**src/rtl/cal_pkg.sv**
```systemverilog
package cal_pkg;
  localparam int FW   = 8;   // bits per calendar field
  localparam int NF   = 8;   // number of stored fields
  localparam int SELW = $clog2(NF);

  typedef enum logic [SELW-1:0] {
    F_SEC  = 3'd0,
    F_MIN  = 3'd1,
    F_HOUR = 3'd2,
    F_WDAY = 3'd3,
    F_MDAY = 3'd4,
    F_MON  = 3'd5,
    F_YEAR = 3'd6,
    F_CENT = 3'd7
  } fld_e;

  // numeric value of a field in the active encoding
  function automatic int fld_to_int(logic [FW-1:0] v, logic bin);
    if (bin) return int'(v);
    return int'(v[7:4]) * 10 + int'(v[3:0]);
  endfunction

  // encode a small number in the active encoding
  function automatic logic [FW-1:0] int_to_fld(int n, logic bin);
    logic [FW-1:0] r;
    if (bin) r = 8'(n);
    else     r = {4'(n / 10), 4'(n % 10)};
    return r;
  endfunction

  // bcd increment with nibble adjust; returns {carry, value}
  function automatic logic [FW:0] bcd_inc(logic [FW-1:0] v);
    logic [3:0] lo;
    logic [3:0] hi;
    logic       c;
    lo = v[3:0];
    hi = v[7:4];
    c  = 1'b0;
    if (lo >= 4'd9) begin
      lo = 4'd0;
      if (hi >= 4'd9) begin
        hi = 4'd0;
        c  = 1'b1;
      end else begin
        hi = hi + 4'd1;
      end
    end else begin
      lo = lo + 4'd1;
    end
    return {c, hi, lo};
  endfunction

  function automatic logic [FW-1:0] step_val(logic [FW-1:0] v, logic bin);
    logic [FW:0] t;
    if (bin) t = {1'b0, v} + 9'd1;
    else     t = bcd_inc(v);
    return t[FW-1:0];
  endfunction

  function automatic logic step_cy(logic [FW-1:0] v, logic bin);
    logic [FW:0] t;
    if (bin) t = {1'b0, v} + 9'd1;
    else     t = bcd_inc(v);
    return t[FW];
  endfunction

  // fixed month table, no leap years
  function automatic logic [FW-1:0] month_len(logic [FW-1:0] m, logic bin);
    int n;
    int d;
    n = fld_to_int(m, bin);
    case (n)
      1, 3, 5, 7, 8, 10, 12: d = 31;
      4, 6, 9, 11:           d = 30;
      2:                     d = 28;
      default:               d = 30;
    endcase
    return int_to_fld(d, bin);
  endfunction

  // 12-hour dial with PM flag -> 0..23 count
  function automatic logic [FW-1:0] hour_to24(logic [FW-1:0] v, logic h24, logic bin);
    int n;
    if (h24) return v;
    n = fld_to_int({1'b0, v[6:0]}, bin);
    if (v[7]) n = n + 12;
    return int_to_fld(n, bin);
  endfunction

  // 0..23 count -> dial format
  function automatic logic [FW-1:0] hour_from24(logic [FW-1:0] v, logic h24, logic bin);
    int n;
    if (h24) return v;
    n = fld_to_int(v, bin);
    if (n < 12) return v;
    return int_to_fld(n - 12, bin) | 8'h80;
  endfunction
endpackage

```
**src/rtl/cal_time_chain.sv**
```systemverilog
module cal_time_chain
  import cal_pkg::*;
(
  input  logic [FW-1:0] sec_q,
  input  logic [FW-1:0] min_q,
  input  logic [FW-1:0] hour_q,
  input  logic          bin,
  input  logic          h24,
  output logic [FW-1:0] sec_n,
  output logic [FW-1:0] min_n,
  output logic [FW-1:0] hour_n,
  output logic          sec_wrap,
  output logic          min_wrap,
  output logic          day_carry
);
  logic [FW-1:0] s_inc;
  logic [FW-1:0] m_inc;
  logic [FW-1:0] h_lin;
  logic [FW-1:0] h_inc;
  logic [FW-1:0] h_lin_n;
  logic          h_full;

  always_comb begin
    s_inc    = step_val(sec_q, bin);
    sec_wrap = (s_inc == int_to_fld(60, bin));
    sec_n    = sec_wrap ? '0 : s_inc;

    m_inc    = step_val(min_q, bin);
    min_wrap = sec_wrap && (m_inc == int_to_fld(60, bin));
    if (!sec_wrap)     min_n = min_q;
    else if (min_wrap) min_n = '0;
    else               min_n = m_inc;

    h_lin    = hour_to24(hour_q, h24, bin);
    h_inc    = step_val(h_lin, bin);
    h_full   = (h_inc == int_to_fld(24, bin));
    h_lin_n  = h_full ? '0 : h_inc;
    hour_n   = min_wrap ? hour_from24(h_lin_n, h24, bin) : hour_q;
    day_carry = min_wrap && h_full;
  end
endmodule

```
**src/rtl/cal_date_chain.sv**
```systemverilog
module cal_date_chain
  import cal_pkg::*;
(
  input  logic [FW-1:0] wday_q,
  input  logic [FW-1:0] mday_q,
  input  logic [FW-1:0] mon_q,
  input  logic [FW-1:0] year_q,
  input  logic [FW-1:0] cent_q,
  input  logic          bin,
  input  logic          day_carry,
  output logic [FW-1:0] wday_n,
  output logic [FW-1:0] mday_n,
  output logic [FW-1:0] mon_n,
  output logic [FW-1:0] year_n,
  output logic [FW-1:0] cent_n,
  output logic          mon_roll,
  output logic          year_roll
);
  logic [FW-1:0] wd_inc;
  logic [FW-1:0] md_inc;
  logic [FW-1:0] mo_inc;
  logic [FW-1:0] yr_inc;
  logic          at_month_end;
  logic          mon_over;
  logic          yr_over;

  always_comb begin
    wd_inc = step_val(wday_q, bin);
    wday_n = day_carry ? ((wd_inc == int_to_fld(7, bin)) ? '0 : wd_inc) : wday_q;

    at_month_end = (mday_q == month_len(mon_q, bin));
    md_inc   = step_val(mday_q, bin);
    mon_roll = day_carry && at_month_end;
    if (!day_carry)    mday_n = mday_q;
    else if (mon_roll) mday_n = int_to_fld(1, bin);
    else               mday_n = md_inc;

    mo_inc   = step_val(mon_q, bin);
    mon_over = (mo_inc == int_to_fld(13, bin));
    if (!mon_roll)     mon_n = mon_q;
    else if (mon_over) mon_n = int_to_fld(1, bin);
    else               mon_n = mo_inc;

    yr_inc  = step_val(year_q, bin);
    yr_over = bin ? (yr_inc == int_to_fld(100, bin)) : step_cy(year_q, bin);
    if (!(mon_roll && mon_over)) year_n = year_q;
    else if (yr_over)            year_n = '0;
    else                         year_n = yr_inc;

    year_roll = mon_roll && mon_over && yr_over;
    cent_n    = year_roll ? step_val(cent_q, bin) : cent_q;
  end
endmodule

```
**src/rtl/cal_tick_counter.sv**
```systemverilog
module cal_tick_counter
  import cal_pkg::*;
#(
  parameter logic [FW-1:0] RST_SEC  = 8'h00,
  parameter logic [FW-1:0] RST_MIN  = 8'h00,
  parameter logic [FW-1:0] RST_HOUR = 8'h00,
  parameter logic [FW-1:0] RST_WDAY = 8'h01,
  parameter logic [FW-1:0] RST_MDAY = 8'h01,
  parameter logic [FW-1:0] RST_MON  = 8'h01,
  parameter logic [FW-1:0] RST_YEAR = 8'h08,
  parameter logic [FW-1:0] RST_CENT = 8'h20
) (
  input  logic            clk,
  input  logic            rst_n,
  input  logic            tick_i,
  input  logic            bin_mode_i,
  input  logic            h24_i,
  input  logic            ld_en_i,
  input  logic [SELW-1:0] ld_sel_i,
  input  logic [FW-1:0]   ld_data_i,
  output logic [FW-1:0]   sec_o,
  output logic [FW-1:0]   min_o,
  output logic [FW-1:0]   hour_o,
  output logic [FW-1:0]   wday_o,
  output logic [FW-1:0]   mday_o,
  output logic [FW-1:0]   mon_o,
  output logic [FW-1:0]   year_o,
  output logic [FW-1:0]   cent_o,
  output logic [FW-1:0]   cent_alt_o
);
  localparam logic [NF*FW-1:0] RST_VEC =
    {RST_CENT, RST_YEAR, RST_MON, RST_MDAY, RST_WDAY, RST_HOUR, RST_MIN, RST_SEC};

  logic [FW-1:0] fld_q [NF];
  logic [FW-1:0] fld_n [NF];
  logic [FW-1:0] cent_alt_q;

  // named events for the checker
  logic tick_eff;
  logic sec_wrap;
  logic min_wrap;
  logic day_carry;
  logic mon_roll;
  logic year_roll;

  assign tick_eff = tick_i && !ld_en_i;   // a load drops the tick

  cal_time_chain u_time (
    .sec_q    (fld_q[F_SEC]),
    .min_q    (fld_q[F_MIN]),
    .hour_q   (fld_q[F_HOUR]),
    .bin      (bin_mode_i),
    .h24      (h24_i),
    .sec_n    (fld_n[F_SEC]),
    .min_n    (fld_n[F_MIN]),
    .hour_n   (fld_n[F_HOUR]),
    .sec_wrap (sec_wrap),
    .min_wrap (min_wrap),
    .day_carry(day_carry)
  );

  cal_date_chain u_date (
    .wday_q   (fld_q[F_WDAY]),
    .mday_q   (fld_q[F_MDAY]),
    .mon_q    (fld_q[F_MON]),
    .year_q   (fld_q[F_YEAR]),
    .cent_q   (fld_q[F_CENT]),
    .bin      (bin_mode_i),
    .day_carry(day_carry),
    .wday_n   (fld_n[F_WDAY]),
    .mday_n   (fld_n[F_MDAY]),
    .mon_n    (fld_n[F_MON]),
    .year_n   (fld_n[F_YEAR]),
    .cent_n   (fld_n[F_CENT]),
    .mon_roll (mon_roll),
    .year_roll(year_roll)
  );

  for (genvar gi = 0; gi < NF; gi++) begin : g_fld
    always_ff @(posedge clk or negedge rst_n) begin
      if (!rst_n)                                    fld_q[gi] <= RST_VEC[gi*FW +: FW];
      else if (ld_en_i && ld_sel_i == SELW'(gi))     fld_q[gi] <= ld_data_i;
      else if (tick_eff)                             fld_q[gi] <= fld_n[gi];
    end
  end

  always_ff @(posedge clk or negedge rst_n) begin
    if (!rst_n)                                   cent_alt_q <= RST_CENT;
    else if (ld_en_i && ld_sel_i == F_CENT)       cent_alt_q <= ld_data_i;
    else if (tick_eff)                            cent_alt_q <= fld_n[F_CENT];
  end

  assign sec_o      = fld_q[F_SEC];
  assign min_o      = fld_q[F_MIN];
  assign hour_o     = fld_q[F_HOUR];
  assign wday_o     = fld_q[F_WDAY];
  assign mday_o     = fld_q[F_MDAY];
  assign mon_o      = fld_q[F_MON];
  assign year_o     = fld_q[F_YEAR];
  assign cent_o     = fld_q[F_CENT];
  assign cent_alt_o = cent_alt_q;
endmodule

```
**config.mk**
```make
export PLATFORM = sky130hd
export DESIGN_NAME = cal_tick_counter
export DESIGN_NICKNAME = d
export VERILOG_FILES = /design/src/rtl/cal_pkg.sv /design/src/rtl/cal_time_chain.sv /design/src/rtl/cal_date_chain.sv /design/src/rtl/cal_tick_counter.sv
export SDC_FILE = /design/constraint.sdc
export NUM_CORES = 1
export LEC_CHECK = 0
export ABC_AREA = 1
export ABC_CLOCK_PERIOD_IN_PS = 12900
export BUFFER_PORTS_ARGS = -buffer_cell sky130_fd_sc_hd__buf_2
export CAP_MARGIN = 20
export CORE_AREA = 5 5 121 169
export DETAILED_ROUTE_END_ITERATION = 6
export DIE_AREA = 0 0 126 174
export PLACE_DENSITY = 0.68
export SLEW_MARGIN = 0
export SYNTH_ARGS = -nofsm -noshare
export SYNTH_HDL_FRONTEND = slang
export SYNTH_SLANG_ARGS = --single-unit
```
**constraint.sdc**
```tcl
create_clock -name clk -period 12.9 [get_ports clk]
set_input_delay 1.935 -clock clk [delete_from_list [all_inputs] [get_ports clk]]
set_output_delay 1.935 -clock clk [all_outputs]
set_load 0.05 [all_outputs]
```
# [Yosys cells after proc, flatten, opt, wreduce, memory -nomap -nowiden]
# Memories as Yosys holds them, arrays and structs flattened.
# Cells that the tools add are included.
[word_totals] reg_bits=64 rom_bits=32 inputBits=17 out_inout_bits=72 wordCells=217 n_memories=1
[op_classes] addsub=29 mul=3 div_mod_pow=6 n_lt_le_gt_ge=17 n_eq_ne=16 n_mux=94 reduce_logical=41
[memory_table] memory="(no name shown)" depth=16 width=2 rd=1 rd_clocked_by_memory_dff=0 wr=0 line="cal_pkg.sv:72" text="case (n)"
[ops] cell="8-bit two-way mux" count=49
[ops] cell="32-bit two-way mux" count=8
[ops] cell="32-bit by 5-bit adder with 32-bit output" count=3
[ops] cell="32-bit by 5-bit divider with 32-bit output (second input constant)" count=3
[ops] cell="32-bit by 5-bit remainder unit with 32-bit output (second input constant)" count=3
[ops] cell="4-bit two-way mux" count=24
[ops] cell="4-bit by 1-bit adder with 4-bit output (second input constant)" count=16
[ops] cell="8-bit by 1-bit adder with 8-bit output (second input constant)" count=8
[ops] cell="4-bit >= comparator (second input constant)" count=16
[ops] cell="32-bit by 5-bit adder with 32-bit output (second input constant)" count=1
[ops] cell="32-bit by 5-bit < comparator with 1-bit output (second input constant)" count=1
[ops] cell="32-bit by 5-bit subtractor with 32-bit output (second input constant)" count=1
[ops] cell="28-bit zero test" count=1
[ops] cell="2-bit nonzero test" count=14
[ops] cell="7-bit two-way mux" count=3
[ops] cell="8-bit by 7-bit == test with 1-bit output" count=2
[ops] cell="8-bit == test" count=2
[ops] cell="1-bit logical AND" count=14
[ops] cell="4-bit by 3-bit multiplier with 7-bit output (second input constant)" count=2
[ops] cell="2-bit AND reduction" count=7
[ops] cell="3-bit == test (second input constant)" count=4
[ops] cell="8-bit by 3-bit == test with 1-bit output (second input constant)" count=1
[ops] cell="8-bit by 5-bit == test with 1-bit output" count=1
[ops] cell="8-bit by 6-bit == test with 1-bit output" count=1
[ops] cell="12 further kinds" count=21

# [Longest topological paths before layout]
[logic_depth] ltp_word=28 depth_mapped=112 ltp_nobuf=111

# [Hierarchy]
# A second synthesis with hierarchy kept.
[hier_totals] cells_unflattened=1881 area_unflattened_um2=11009.3
[by_module_without_submodules] mod="cal_time_chain" n_inst=1 cells_per_inst=802 area_per_inst_um2=4394.2 seq_area_each_um2=0.0
[by_module_without_submodules] mod="cal_tick_counter" n_inst=1 cells_per_inst=519 area_per_inst_um2=3582.2 seq_area_each_um2=1607.8
[by_module_without_submodules] mod="cal_date_chain" n_inst=1 cells_per_inst=560 area_per_inst_um2=3032.9 seq_area_each_um2=0.0

# [Worst setup path after synthesis]
# OpenSTA, ideal clock, no wires.
[synth_path] path_type="input -> register" start="input port bin_mode_i" end="register fld_q, in the netlist hour_o[6]" setup_time_ns=0.131 arrival_time_ns=11.424 required_time_ns=12.769 slack_ns=1.346 stages=90 path_buffers=2 cell_sequence="buf_6 -> nand2_2 -> and2_1 -> ha_1 -> nor2_1 -> inv_1 -> a21oi_1 -> nand2_2 -> nand2_2 -> inv_2 -> nand3_1 -> nand3_1 -> nand3_2 -> nand3_1 -> nand2_2 -> nand2_2 -> nand2_2 -> nand3_2 -> [... 54 more ...] -> nand2_2 -> nand2_1 -> nand2_1 -> nand2_1 -> nand2_1 -> nand2_1 -> nand2_2 -> inv_2 -> nand2_2 -> nand2_2 -> inv_1 -> ha_1 -> o21ai_0 -> nand2_1 -> o21ai_0 -> o211ai_1 -> o211ai_1 -> o21ai_0"
[synth_between] elab_chain_len=28 word_cells_on_any_way=50 classes_between="add/sub (6); mul (1); div (3); order compare (3); eq/ne (3); mux (31); reduce/logical (3)"
[synth_lines] element="from (decl)" line="cal_tick_counter.sv:16" text="input logic bin_mode_i,"
[synth_lines] element="1-bit two-way mux" line="cal_pkg.sv:19" text="if (bin) return int'(v);"
[synth_lines] element="1-bit two-way mux" line="cal_pkg.sv:85, cal_pkg.sv:94"
[synth_lines] element="32-bit two-way mux" line="cal_pkg.sv:20" text="return int'(v[7:4]) * 10 + int'(v[3:0]);"
[synth_lines] element="32-bit two-way mux" line="cal_pkg.sv:85" text="n = fld_to_int({1'b0, v[6:0]}, bin);"
[synth_lines] element="32-bit by 5-bit adder with 32-bit output" line="cal_pkg.sv:86" text="if (v[7]) n = n + 12;"
[synth_lines] element="32-bit two-way mux" line="cal_pkg.sv:86"
[synth_lines] element="32-bit two-way mux" line="cal_pkg.sv:85"
[synth_lines] element="32-bit by 5-bit divider with 32-bit output" line="cal_pkg.sv:27" text="else r = {4'(n / 10), 4'(n % 10)};"
[synth_lines] element="[... 12 more ...]"
[synth_lines] element="32-bit by 5-bit subtractor with 32-bit output or 32-bit by 5-bit < comparator with 1-bit output (tied branches)" line="cal_pkg.sv:96, cal_pkg.sv:95"
[synth_lines] element="32-bit by 5-bit divider with 32-bit output or 1-bit two-way mux (tied branches)" line="cal_pkg.sv:27, cal_pkg.sv:95"
[synth_lines] element="7-bit two-way mux or 1-bit two-way mux (tied branches)" line="cal_pkg.sv:26, cal_pkg.sv:94"
[synth_lines] element="8-bit two-way mux" line="cal_pkg.sv:96" text="return int_to_fld(n - 12, bin) | 8'h80;"
[synth_lines] element="8-bit two-way mux" line="cal_pkg.sv:94" text="n = fld_to_int(v, bin);"
[synth_lines] element="8-bit two-way mux" line="cal_time_chain.sv:38" text="hour_n = min_wrap ? hour_from24(h_lin_n, h24, bin) : hour_q;"
[synth_lines] element="8-bit two-way mux" line="cal_tick_counter.sv:83" text="else if (tick_eff) fld_q[gi] <= fld_n[gi];"
[synth_lines] element="8-bit two-way mux" line="cal_tick_counter.sv:82" text="else if (ld_en_i && ld_sel_i == SELW'(gi)) fld_q[gi] <= ld_data_i;"
[synth_lines] element="to (signal, indexed assignment)" line="cal_tick_counter.sv:81" text="if (!rst_n) fld_q[gi] <= RST_VEC[gi*FW +: FW];"
[synth_lines] element="to (signal, indexed assignment)" line="cal_tick_counter.sv:82"
[synth_lines] element="to (signal, indexed assignment)" line="cal_tick_counter.sv:83"
[synth_lines] element="to (decl)" line="cal_tick_counter.sv:34" text="logic [FW-1:0] fld_q [NF];"
# Parallel ways exist; a longest one is shown, timed or not. The select of a mux whose other input is x is not followed.
# A chain may end at the register's enable or synchronous reset.

# [Final worst setup path]
# Same ends and word-level chain as after synthesis.

==> results.md <==
- Warnings, synthesis: 0
- CP arrival: roughly 12000 ps
- Num CTS Buffers: 9
- Syn avg cell area: about 6.4 sq um
- Drt drc: 0
- CP peak stage delay: between 600 and 700 ps
- Row cnt: 60
- Placer congestion estimate: 0.9283
- IO buf count: 88
- CTS Root Cell: clkbuf_16
- Fill count: 1931
- Clk_lat worst skew: roughly 330 ps
- Vias/cell: 5.618
- Die Area: about 0.022 sq mm
- Global-route wire length before repair: 45.90 mm
- Tot GR Track Use: 0.2471
- Finish-stage setup viols: 0
- Async S/R FF share, synth: 1.000
- Worst R2R Path Depth: between 90 and 100
- Fin area: 0.01055 sq mm
- Synthesized flop and latch total: 64
- Sequential area share after synthesis: 0.1749
- WL/cell: 15.43 microns
- I/O pin cnt: 89
- Nets: 1633
- DR iter-0 viols: around 560
- Most frequent CP cell: nand2_1
- Antenna Violating Nets Remaining: 0
- FF-to-FF Start: hour_o[4]$_DFFE_PN0P_
- Number of global-route vias before repair: 9804
- Synth top area cells: dfrtp_1 16%, nand2_1 13%, ha_1 11%
- Final WL: 27.56 mm
- Drt first pass iters: 5
- Gr ovfl total: 0
- Core Area: around 0.019 sq mm
- Initial core utilization: 0.4859
- Largest net degree at the start of global routing: 65
- Max-slew violations: 0
- CTS Sinks: 64
- Post-synth top area share: 0.1606
- Max Cap Viol: 0
- Reg2reg setup slack: roughly 1500 ps
- Worst Hold Class: flop to flop
- Clock transition at path regs: around 60 ps
- CP required: approximately 13000 ps
- Status: finished, final reports clean
- Worst setup SP type: primary input
- Final worst clock skew: about 8.5 ps
- Die H: ~170 microns
- Deepest clock path buffer count: 2
- Max frequency: slightly above 80 MHz
- Library cells used by synthesis: 62
- HPWL Detailed: approximately 21 mm
- Post-Syn Nets: roughly 1500
- Slew margin rel.: 0.3516
- Area after DPL: 0.009809 sq mm
- Worst Setup End Kind: flop
- Synth area leader: dfrtp_1
- WHS Endpoint: year_o[3]$_DFFE_PN1P_
- EDFF count, synth: 0
- Fin crit period: around 12000 ps
- Worst hold margin: about 570 ps
- Hold path depth: 2
- Final period utilization: 0.9319
- Cts hold-fix bufs: 0
- Worst Tran Pin Value: 948.1 ps
- Post-Synthesis Cells: roughly 1400
- Dominant synthesized flop cell: dfrtp_1
- Crit path max fanout: 8
- Share of layout cells above drive strength 1: 0.1931
- CP max stage cell: fa_2
- Reg-to-reg endpoint: hour_o[6]$_DFFE_PN0P_
- Initial antenna violation count: 0
- H-tree levels: 3
- Die Wd: roughly 130 microns
- CTS tree: built
- Critical path class: primary input to flop
- Area of the mapped netlist: a little over 0.009 sq mm
- Routed vias: between 10000 and 15000
- HP Start: year_o[3]$_DFFE_PN1P_
- TNS Setup: 0 ps
- Number of diodes: 0
- Layout Area Growth over Synthesis: 14.78%
- Final Hold Vio Count: 0
[metrics by stage]
step	setup slack, ps	util	instances
finish	878.7	0.5577	1786
global route	-149.3	0.5577	1786
CTS	159.9	0.5357	1769
detailed placement	-174.3	0.5185	1753
global placement	129.4	0.5185	1753
floorplan	1346	-	1443
[Yosys cell counts, drive strengths merged, types with 19 or more instances]
cell type,n
inv,255
nor2,122
o211ai,21
a21oi,63
nand2,370
ha,78
buf,19
nor3,36
o221ai,31
nand4,30
nand3,142
xor2,27
dfrtp,59
o21ai,85
[critical path, delay by kind of cell]
family	cells	cell delay [ps]
compound gates	7	1200
xor+xnor	2	270
fa+ha+maj	7	2040
buf+inv	15	1390
simple gates	58	5390
[repair_timing]
action / CTS / global route
endpoints found under the setup margin: 0 / 6
buffers inserted: 0 / 17
resized for setup: 0 / 75
[kinds of logic (layout without fill, tap and decap cells)]
kind of cell               Yosys count  in the layout  synth area share
buffers and inverters              289            384            0.1244
DFF                                 64             64            0.1749
adders and majority gates           83             83            0.1171
AOI/OAI and AO/OA                  259            259            0.1776
xor gates and xnor gates            36             36           0.03593
and+or+nand+nor                    712            712            0.3701
[cell type report]
class,instances,area (sq um),share of cell area
clock buffer,13,260.3,0.02466
tap,248,310.3,0.02941
timing repair buffer,111,615.6,0.05834
clock inverter,3,65.06,0.006166
sequential,64,1608,0.1524
multi-input combinational,1090,6720,0.6369
inverter,257,972.2,0.09214
[routing by layer]
layer  vias up  wire length [microns]  global-route usage
li1       4962                      -                   -
met1      4719                  10940              0.2825
met2       279                  14420              0.4567
met3        74                   1194             0.03351
met4         0                   1013              0.1011
met5         -                      0                   0
[how the worst max path moves through the flow]
stage                           from               endpoint  slack (ps)  cells past startpoint
after floorplan           bin_mode_i  hour_o[6]$_DFFE_PN0P_        1350                     90
after global placement    bin_mode_i  hour_o[6]$_DFFE_PN0P_         130                     88
after detailed placement  bin_mode_i  hour_o[6]$_DFFE_PN0P_        -170                     91
after CTS                 bin_mode_i  hour_o[6]$_DFFE_PN0P_         160                     91
after global routing      bin_mode_i  hour_o[6]$_DFFE_PN0P_        -150                     99
final                     bin_mode_i  hour_o[6]$_DFFE_PN0P_         880                     89
[flip-flops by register name, summed over array words and instances, names as in the netlist]
name / cells
cent_alt_o: 8
hour_o: 8
mday_o: 8
min_o: 8
mon_o: 8
sec_o: 8
wday_o: 8
year_o: 8
[placed cells by master, fill, tap and decap left out, types with 9 or more instances in the layout]
cell type	n
nand2_1	303
inv_1	229
nand3_1	115
nor2_1	105
buf_2	87
ha_1	74
o21ai_0	71
a21oi_1	59
dfrtp_1	59
nand2_2	42
o221ai_1	31
nand4_1	30
nor3_1	30
xor2_1	26
nand3_2	25
nand2_4	24
inv_2	24
buf_4	23
o211ai_1	21
o22ai_1	12
a31oi_1	11
clkbuf_16	9
Power is left out: the tool's default activity adds up to more than one toggle a clock period on the data nets, which glitch-free logic cannot reach.
